==> src/rtl/optreg_pkg.sv <==
package optreg_pkg;
  localparam int          DATA_W      = 32;
  localparam int          LOCK_BIT    = 0;
  localparam int          START_BIT   = 1;
  localparam int          LVL_LSB     = 8;
  localparam int          WP_LSB      = 16;
  localparam int          WP_FIELD_W  = 12;
  localparam logic [7:0]  USER_MASK   = 8'hEC;
  localparam logic [7:0]  LVL_OPEN    = 8'hAA;
  localparam logic [31:0] KEY_FIRST   = 32'h0819_2A3B;
  localparam logic [31:0] KEY_SECOND  = 32'h4C5D_6E7F;

  typedef enum logic {KS_WANT_FIRST, KS_WANT_SECOND} keyseq_t;
endpackage

==> src/rtl/optreg_keyseq.sv <==
module optreg_keyseq
  import optreg_pkg::*;
(
  input  logic              clk,
  input  logic              rst_n,
  input  logic              key_wr,
  input  logic [DATA_W-1:0] key_data,
  input  logic              relock,
  output logic              locked
);
  keyseq_t st_q;

  always_ff @(posedge clk or negedge rst_n) begin
    if (!rst_n) begin
      locked <= 1'b1;
      st_q   <= KS_WANT_FIRST;
    end else if (relock) begin
      locked <= 1'b1;
      st_q   <= KS_WANT_FIRST;
    end else if (key_wr && locked) begin
      case (st_q)
        KS_WANT_FIRST: begin
          if (key_data == KEY_FIRST) st_q <= KS_WANT_SECOND;
        end
        KS_WANT_SECOND: begin
          st_q <= KS_WANT_FIRST;
          if (key_data == KEY_SECOND) locked <= 1'b0;
        end
        default: st_q <= KS_WANT_FIRST;
      endcase
    end
  end
endmodule

==> src/rtl/optreg_commit.sv <==
module optreg_commit
  import optreg_pkg::*;
#(
  parameter int NUM_SECTORS   = 12,
  parameter int COMMIT_CYCLES = 16
) (
  input  logic                   clk,
  input  logic                   rst_n,
  input  logic                   start,
  input  logic [NUM_SECTORS-1:0] pend_wp,
  input  logic [7:0]             pend_lvl,
  input  logic [7:0]             pend_user,
  output logic                   busy,
  output logic [NUM_SECTORS-1:0] shadow_wp,
  output logic [7:0]             shadow_lvl,
  output logic [7:0]             shadow_user
);
  localparam int CNT_W = (COMMIT_CYCLES > 1) ? $clog2(COMMIT_CYCLES) : 1;
  localparam logic [CNT_W-1:0] CNT_LOAD = CNT_W'(COMMIT_CYCLES - 1);

  logic [CNT_W-1:0] cnt_q;

  // Pending fields cannot change while busy, so they are sampled at the end.
  always_ff @(posedge clk or negedge rst_n) begin
    if (!rst_n) begin
      busy        <= 1'b0;
      cnt_q       <= '0;
      shadow_wp   <= '1;
      shadow_lvl  <= LVL_OPEN;
      shadow_user <= 8'h00;
    end else if (busy) begin
      if (cnt_q == '0) begin
        busy        <= 1'b0;
        shadow_wp   <= pend_wp;
        shadow_lvl  <= pend_lvl;
        shadow_user <= pend_user;
      end else begin
        cnt_q <= cnt_q - 1'b1;
      end
    end else if (start) begin
      busy  <= 1'b1;
      cnt_q <= CNT_LOAD;
    end
  end
endmodule

==> src/rtl/optreg_top.sv <==
module optreg_top
  import optreg_pkg::*;
#(
  parameter int             NUM_SECTORS   = 12,
  parameter int             COMMIT_CYCLES = 16,
  parameter int             ADDR_W        = 8,
  parameter logic [ADDR_W-1:0] KEY_OFS    = 'h04,
  parameter logic [ADDR_W-1:0] CTRL_OFS   = 'h08
) (
  input  logic                   clk,
  input  logic                   rst_n,
  input  logic                   bus_wr,
  input  logic                   bus_rd,
  input  logic [ADDR_W-1:0]      bus_addr,
  input  logic [DATA_W-1:0]      bus_wdata,
  output logic [DATA_W-1:0]      bus_rdata,
  output logic                   bus_rvalid,
  output logic                   busy,
  output logic [NUM_SECTORS-1:0] sect_wp,
  output logic                   rdp_active,
  output logic [7:0]             user_opts
);
  localparam int WP_PAD = WP_FIELD_W - NUM_SECTORS;

  logic                   locked;
  logic                   key_wr, ctrl_wr, relock, field_wr, start;
  logic [NUM_SECTORS-1:0] pend_wp, shadow_wp;
  logic [7:0]             pend_lvl, pend_user, shadow_lvl;
  logic [DATA_W-1:0]      ctrl_view;
  logic                   wdata_unused;

  assign wdata_unused = ^{bus_wdata[31:WP_LSB], bus_wdata[7:0]};

  assign key_wr   = bus_wr && (bus_addr == KEY_OFS);
  assign ctrl_wr  = bus_wr && (bus_addr == CTRL_OFS) && !locked && !busy;
  assign relock   = ctrl_wr && bus_wdata[LOCK_BIT];
  assign field_wr = ctrl_wr && !bus_wdata[LOCK_BIT];
  assign start    = field_wr && bus_wdata[START_BIT];

  optreg_keyseq u_keyseq (
    .clk      (clk),
    .rst_n    (rst_n),
    .key_wr   (key_wr),
    .key_data (bus_wdata),
    .relock   (relock),
    .locked   (locked)
  );

  always_ff @(posedge clk or negedge rst_n) begin
    if (!rst_n) begin
      pend_wp   <= '1;
      pend_lvl  <= LVL_OPEN;
      pend_user <= 8'h00;
    end else if (field_wr) begin
      pend_wp   <= bus_wdata[WP_LSB +: NUM_SECTORS];
      pend_lvl  <= bus_wdata[LVL_LSB +: 8];
      pend_user <= bus_wdata[7:0] & USER_MASK;
    end
  end

  optreg_commit #(
    .NUM_SECTORS   (NUM_SECTORS),
    .COMMIT_CYCLES (COMMIT_CYCLES)
  ) u_commit (
    .clk         (clk),
    .rst_n       (rst_n),
    .start       (start),
    .pend_wp     (pend_wp),
    .pend_lvl    (pend_lvl),
    .pend_user   (pend_user),
    .busy        (busy),
    .shadow_wp   (shadow_wp),
    .shadow_lvl  (shadow_lvl),
    .shadow_user (user_opts)
  );

  assign sect_wp    = ~shadow_wp;
  assign rdp_active = (shadow_lvl != LVL_OPEN);

  generate
    if (WP_PAD > 0) begin : g_pad
      assign ctrl_view = {4'h0, {WP_PAD{1'b0}}, pend_wp, pend_lvl,
                          pend_user[7:2], busy, locked};
    end else begin : g_full
      assign ctrl_view = {4'h0, pend_wp, pend_lvl, pend_user[7:2], busy, locked};
    end
  endgenerate

  always_ff @(posedge clk or negedge rst_n) begin
    if (!rst_n) begin
      bus_rvalid <= 1'b0;
      bus_rdata  <= '0;
    end else begin
      bus_rvalid <= bus_rd;
      if (bus_rd) bus_rdata <= (bus_addr == CTRL_OFS) ? ctrl_view : '0;
    end
  end
endmodule

==> config.mk <==
export PLATFORM = sky130hd
export DESIGN_NAME = optreg_top
export DESIGN_NICKNAME = d
export VERILOG_FILES = /design/src/rtl/optreg_pkg.sv /design/src/rtl/optreg_keyseq.sv /design/src/rtl/optreg_commit.sv /design/src/rtl/optreg_top.sv
export SDC_FILE = /design/constraint.sdc
export NUM_CORES = 1
export LEC_CHECK = 0
export BUFFER_PORTS_ARGS = -buffer_cell sky130_fd_sc_hd__buf_2
export CORE_MARGIN = 2
export CORE_UTILIZATION = 52
export CTS_CLUSTER_SIZE = 40
export DETAILED_ROUTE_END_ITERATION = 12
export GPL_ROUTABILITY_DRIVEN = 0
export PLACE_DENSITY = 0.85
export SLEW_MARGIN = 20
export SYNTH_ARGS = -nofsm -noshare
export SYNTH_HDL_FRONTEND = slang
export SYNTH_SLANG_ARGS = --single-unit
export TNS_END_PERCENT = 20
==> constraint.sdc <==
create_clock -name clk -period 2 [get_ports clk]
set_clock_uncertainty 0.1 [all_clocks]
set_input_delay 0.2 -clock clk [delete_from_list [all_inputs] [get_ports clk]]
set_output_delay 0.2 -clock clk [all_outputs]
set_load 0.02 [all_outputs]
==> impl_summary.txt, run 1 <==
----------------------------------------------------
[Critical path]
  Sum of buffers and inverters on the critical path ... 2
  Startpoint kind of the worst setup timing path ... input pin
  Largest delay share family, worst path ... simple AND/OR/NAND/NOR gates
  Reg-to-Reg Start ... u_commit.busy
  Reg-to-reg critical path endpoint ... u_commit.cnt_q[3]
  Number of cells traversed by the worst register-to-register path ... 5
  Kind of end point of the critical path ... register
  Worst-path cell chain ... dlygate4sd3_1 -> buf_2 -> nor4_2 -> nand4_1 -> or4_1 -> a21oi_1
  Arr. time, crit path ... 2.13 ns
  Maximum net fanout on the critical path ... 2
  Slowest-stage cell, CP ... dlygate4sd3_1
  Reg-to-reg slack, setup ... 0.16 ns
  Critical path start-end classification ... input pin to register
  Max incr delay on CP ... 0.54 ns
  Required time at the endpoint of the critical path ... 2.17 ns

[Clocking]
  Clk root buf ... clkbuf_8
  CTS tree ... done
  CTS clk-pin slew, worst paths ... 0.08 ns
  Sinks on the clock net ... 85
  Clock network latency to the later pin of the worst-skew pair ... 0.35 ns
  Number of levels the H-tree was split into ... 3
  Post-CTS Setup Inserts ... 0
  Longest Clk Path Bufs ... 2
  Number of clock buffers inserted by TritonCTS ... 9

[Power and ir drop]
  Power per Cell Area ... 687 mW/mm²
  Switching part of the total power ... 23.6%
  Combinational share of power ... 6.5%
  P_int ... 0.00231 W
  Peak supply drop ... 397 µV
  Fraction of power consumed by sequential logic ... 58.1%
  Total leakage power ... 2.13 nW
  Power spent charging and discharging nets ... 0.000715 W
  Proportion of power drawn by the clock network ... 35.4%
  Overall power after layout ... 0.00303 W

[Run status]
  Run status ... finished, final reports clean

[Global route]
  Via count of the first global-routing pass ... 2645
  Global-route wire length before repair ... 13.1 mm
  Antenna violations before repair ... 0
  Maximum number of pins on one net before global-route repair ... 34
  Overflow left after global routing ... 0
  Total routing usage reported by global routing ... 23.2%

[Detailed routing]
  Antenna-violating nets left ... 0
  Post-detailed-routing wire length ... 8.03 mm
  Initial detailed-routing violation count ... 127
  Count of vias placed by the detailed router ... 2546
  WL/cell ... 17.5 µm
  DRC violation count after routing ... 0
  Detailed-routing iteration count for the pre-antenna-repair pass ... 4
  Routed via count divided by cell count ... 5.55

[Job]
  # Max-Cap Violations ... 0

[Floorplan]
  Die Ht ... 86.2 µm
  Die Area ... 0.00743 mm²
  Floorplan core area ... 0.00646 mm²
  Die X ... 86.2 µm
  Num ports ... 99
  Effective utilization at floorplan ... 54.4%
  Std-Cell Rows ... 29

[Synthesis]
  Number of distinct library cells after synthesis ... 40
  Avg Synthesized Cell Area ... 13.3 µm²
  Count of warnings emitted by yosys ... 0
  Largest cells by area after synthesis ... dfrtp_1 (37%), dfstp_2 (25%), mux2_2 (12%)
  Sequential cell area fraction in the yosys report ... 61.7%
  Post-synth design cell area ... 0.00351 mm²
  Predominant post-synthesis flop cell ... dfrtp_1
  Leading post-synthesis cells by instance count ... dfrtp_1 (52), mux2_2 (38), dfstp_2 (33), a22o_1 (27), nand2_1 (17)
  Share of synthesized registers carrying an async set or reset ... 100%
  Count of mapped cells out of synthesis ... 264
  Cell type with the largest total area after synthesis ... dfrtp_1
  Top cell type's share of synthesized area ... 37.0%
  Post-synth EDFFs ... 0
  Count leader, synth ... dfrtp_1
  Synthesized flop and latch total ... 85

[Timing]
  Min Clock Period, post-route ... 1.95 ns
  Count of endpoints failing setup in the final report ... 0
  Maximum clock frequency ... 512 MHz
  Total count of max-transition violations in the final report ... 0
  Final hold viol count ... 0
  Worst Hold Margin ... 0.0146 ns
  Sum Neg Setup Slack ... 0 ns
  PnR worst setup slack ... 0.0453 ns
  Unrepaired setup endpoints after global routing ... false
  Share of the cycle needed by the critical path after routing ... 97.7%

[Finish]
  Nets ... 422
  Combined area of the multi-input logic cells ... 0.00119 mm²
  Sequential cell area ... 0.00217 mm²
  Area growth from synthesis to layout ... 25.4%
  Fraction of layout cells with a size suffix above 1 ... 49.6%
  Layout filler cell count ... 460

[Place]
  Port Buffer Count ... 90
  Setup slack at placement ... 0.197 ns
  Placed wire-length estimate after detailed placement ... 5.60 mm

[Worst hold path]
  Hold_sp ... bus_wdata[19]
  Tightest Hold Check Type ... input pin to register
  Endpoint with the worst hold slack ... pend_wp[3]
  Worst hold path depth ... 2

----------------------------------------------------
## metal layers
metal,GRT usage (%),wire length (µm),share of wire [%],vias to the layer above
met5,0,0,0,-
met1,30.0,3430,43,1292
li1,-,-,-,1150
met3,5.33,431,5.4,16
met4,8.81,148,1.8,0
met2,38.4,4010,50,88
## how the worst max path moves through the flow
stage	start	endpoint	slack, ns	cells past startpoint
final	bus_wdata[25]	u_keyseq.st_q	0.05	6
after global routing	bus_wdata[25]	u_keyseq.st_q	0.004	6
after CTS	bus_wdata[25]	u_keyseq.st_q	0.03	6
after detailed placement	u_commit.busy	u_commit.cnt_q[3]	0.20	5
after global placement	u_commit.busy	pend_user[7]	0.27	4
after floorplan	u_commit.busy	pend_lvl[6]	0.17	5
## area by class of cell
type | count | share of cell area, %
multi-input cells | 151 | 27.1
clock buffers | 12 | 3.29
well taps | 77 | 2.19
clock inverters | 4 | 0.568
diodes | 1 | 0.0568
repair buffers | 114 | 16.4
flip-flops and latches | 85 | 49.2
inverters | 15 | 1.28
## kinds of logic after synthesis
kind of cell / synth area share, %
AO/OA/AOI/OAI: 10.4
flip-flops: 61.7
buffers and inverters: 5.45
other: 0.107
multiplexers: 12.2
XOR/XNOR: 0.249
AND/OR/NAND/NOR: 9.15
adder cells (fa/ha/maj): 0.712
## per-stage QoR
step	instance area, µm²	cells	utilization (%)
2_1_floorplan	3540	271	-
3_5_place_dp	4070	427	63.0
4_1_cts	4380	457	67.8
5_1_grt	4400	458	68.2
6_report	4410	459	68.2
3_3_place_gp	4070	427	63.0
## flip-flops by register name, indices dropped and copies added (netlist names)
| name | cells |
|---|---|
| bus_rdata | 27 |
| pend_wp | 12 |
| u_commit.shadow_wp | 12 |
| pend_lvl | 8 |
| u_commit.shadow_lvl | 8 |
| pend_user | 5 |
| u_commit.shadow_user | 5 |
| u_commit.cnt_q | 4 |
| bus_rvalid | 1 |
| u_commit.busy | 1 |
| u_keyseq.locked | 1 |
| u_keyseq.st_q | 1 |
## timing repair
item / in CTS / in global routing
hold buffers: 14 / 1
hold endpoints to repair: 41 / 1
gates resized for setup: 0 / 2
setup endpoints to repair: 0 / 1
## cells in the final DEF (no fill, tap or decap), types with 2 or more instances in the layout
master | synthesis | final
nor2_1 | 5 | 5
dlygate4sd3_1 | 0 | 15
clkbuf_8 | 0 | 10
inv_1 | 14 | 14
buf_4 | 11 | 6
nor4bb_1 | 4 | 4
nand4_1 | 4 | 4
o21ai_0 | 12 | 12
dfstp_2 | 33 | 33
and3_1 | 2 | 2
clkbuf_1 | 4 | 2
clkinv_2 | 0 | 2
buf_2 | 3 | 89
clkinvlp_4 | 0 | 2
and4_1 | 2 | 2
and2_1 | 2 | 2
o21a_1 | 2 | 2
nor3_1 | 2 | 2
a22o_1 | 27 | 27
nor2b_1 | 2 | 2
ha_1 | 2 | 2
dfrtp_1 | 52 | 52
nand3_1 | 2 | 2
nand2_1 | 17 | 17
a21oi_1 | 3 | 3
buf_12 | 0 | 4
conb_1 | 1 | 8
mux2_2 | 38 | 38
## power groups by stage
stage / Sequential, W / Clock (W) / Combinational, W
6_report: 0.00176 / 0.00107 / 0.000196
5_1_grt: 0.00176 / 0.00118 / 0.000216
4_1_cts: 0.00176 / 0.00109 / 0.000193
3_5_place_dp: 0.00179 / 0 / 0.000171
3_3_place_gp: 0.00179 / 0 / 0.000165
2_1_floorplan: 0.00179 / 0 / 0.0000673
Power figures use the tool's default switching activity.
==> run 2: changes to the inputs <==
--- a/config.mk
+++ b/config.mk
@@ -11,7 +11,8 @@
 export CTS_CLUSTER_SIZE = 40
 export DETAILED_ROUTE_END_ITERATION = 12
 export GPL_ROUTABILITY_DRIVEN = 0
-export PLACE_DENSITY = 0.85
+export PLACE_DENSITY = 0.86
+export SETUP_SLACK_MARGIN = 0.15
 export SLEW_MARGIN = 20
 export SYNTH_ARGS = -nofsm -noshare
 export SYNTH_HDL_FRONTEND = slang
==> run 2 against run 1 <==
Net effect: power grew 5.3%; first-iteration DRC count grew 31%; die area unchanged; wire length is 0.36% lower; highest routed layer unchanged.
==> impl_summary.txt, run 2 (synthesis results as in run 1) <==
----------------------------------------------------
[Run status]
  Run status ... finished, final reports clean

[Timing]
  Total count of max-transition violations in the final report ... 0
  Count of endpoints failing setup in the final report ... 0
  Share of the cycle needed by the critical path after routing ... 90.0%
  Final hold viol count ... 0
  Worst Hold Margin ... 0.0130 ns
  Maximum clock frequency ... 555 MHz
  Sum Neg Setup Slack ... 0 ns
  Unrepaired setup endpoints after global routing ... true
  Min Clock Period, post-route ... 1.80 ns

[Finish]
  Share of the core filled with cells in the final layout ... 68.5%
  Layout filler cell count ... 471
  Diode insertion count for antenna repair ... 0
  Nets ... 422
  Finished layout cell area ... 0.00442 mm²
  Highest-count cells in the layout ignoring fill and taps ... buf_2 (89), dfrtp_1 (52), mux2_2 (38)
  Area growth from synthesis to layout ... 25.9%
  Leading cell type in the layout, fill and taps excluded ... buf_2
  Regs by FF count ... bus_rdata: 27 flops, pend_wp: 12 flops, u_commit.shadow_wp: 12 flops
  Biggest register ... bus_rdata
  Fraction of layout cells with a size suffix above 1 ... 50.7%
  Number of flip-flops under the largest register name ... 27

[Detailed routing]
  DRC violation count after routing ... 0
  WL/cell ... 17.5 µm
  Initial detailed-routing violation count ... 166
  Routed via count divided by cell count ... 5.47
  Post-detailed-routing wire length ... 8.00 mm
  Antenna-violating nets left ... 0
  Count of vias placed by the detailed router ... 2506
  Detailed-routing iteration count for the pre-antenna-repair pass ... 5

[Clocking]
  Sinks on the clock net ... 85
  Number of levels the H-tree was split into ... 3
  Number of clock buffers inserted by TritonCTS ... 9
  CTS clk-pin slew, worst paths ... 0.08 ns
  Clock network latency to the later pin of the worst-skew pair ... 0.35 ns
  Clk root buf ... clkbuf_8
  CTS tree ... done
  Longest Clk Path Bufs ... 2

[Floorplan]
  Num ports ... 99
  Std-Cell Rows ... 29
  Floorplan core area ... 0.00646 mm²
  Die Ht ... 86.2 µm
  Effective utilization at floorplan ... 54.4%
  Die Area ... 0.00743 mm²
  Die X ... 86.2 µm

[Critical path]
  Worst-path cell chain ... nor4bb_2 -> nand2_1 -> buf_2
  Startpoint kind of the worst setup timing path ... register
  Maximum net fanout on the critical path ... 2
  Critical path start-end classification ... register to output port
  Sum of buffers and inverters on the critical path ... 1
  Max incr delay on CP ... 0.55 ns
  Required time at the endpoint of the critical path ... 1.70 ns
  Slowest-stage cell, CP ... dfstp_2
  Arr. time, crit path ... 1.50 ns
  Kind of end point of the critical path ... output port
  Reg-to-Reg Start ... u_commit.busy
  Crit. Startpoint ... u_commit.shadow_lvl[3]
  Largest delay share family, worst path ... flip-flops

[Global route]
  Global-route wire length before repair ... 13.1 mm
  Antenna violations before repair ... 0
  Maximum number of pins on one net before global-route repair ... 59
  Total routing usage reported by global routing ... 23.1%
  Via count of the first global-routing pass ... 2611
  Overflow left after global routing ... 0

[Power and ir drop]
  Peak supply drop ... 451 µV
  Total leakage power ... 2.15 nW
  Power per Cell Area ... 722 mW/mm²

[Worst hold path]
  Tightest Hold Check Type ... input pin to register
  Hold_sp ... bus_wdata[25]

[Place]
  Port Buffer Count ... 90
  Placed cell area ... 0.00406 mm²
  Placed wire-length estimate after detailed placement ... 5.59 mm

[Job]
  # Max-Cap Violations ... 0

----------------------------------------------------
[run 2: area by class of cell]
cell class / count / area, µm² / share of cell area, %
clock buffer: 12 / 155 / 3.51
timing repair buffer: 114 / 691 / 15.6
inverter: 15 / 56.3 / 1.27
tap: 77 / 96.3 / 2.18
clock inverter: 4 / 47.5 / 1.08
sequential: 85 / 2170 / 49.0
multi-input combinational: 151 / 1210 / 27.3
[run 2: final timing paths]
path | endpoint | slack (ns) | depth (start not counted)
max | rdp_active | 0.20 | 3
min | pend_wp[9] | 0.01 | 2
max reg2reg | pend_user[2] | 0.22 | 4
min reg2reg | u_commit.shadow_wp[2] | 0.39 | 2
max in group asynchronous | u_commit.shadow_wp[6] | 0.93 | 3
min in group asynchronous | bus_rdata[11] | 0.20 | 2
[run 2: metrics by stage]
step	instances	power [W]	setup WS (ns)
CTS	458	0.00321	0.161
finish	458	0.00319	0.199
global placement	429	0.00195	0.250
global route	458	0.00331	0.106
floorplan	271	0.00186	0.171
detailed placement	429	0.00196	0.211
[run 2: layer usage]
layer	track usage, %	share of wire (%)
met2	38.6	52
met5	0	0
met3	6.95	5.5
met1	28.5	41
met4	8.81	1.9
[run 2: power breakdown]
group | switching [W] | leakage (nW) | total [W] | internal [W]
Combinational | 0.000109 | 0.987 | 0.000191 | 0.0000819
Clock | 0.000596 | 0.102 | 0.00124 | 0.000642
Sequential | 0.0000154 | 1.06 | 0.00176 | 0.00175
[run 2: timing repair]
item                                    in CTS  in global routing
hold buffers                                13                  0
endpoints found under the setup margin       1                  7
buffers inserted                             0                  0
endpoints found under the hold margin       39                  0
gates resized for setup                      1                  3
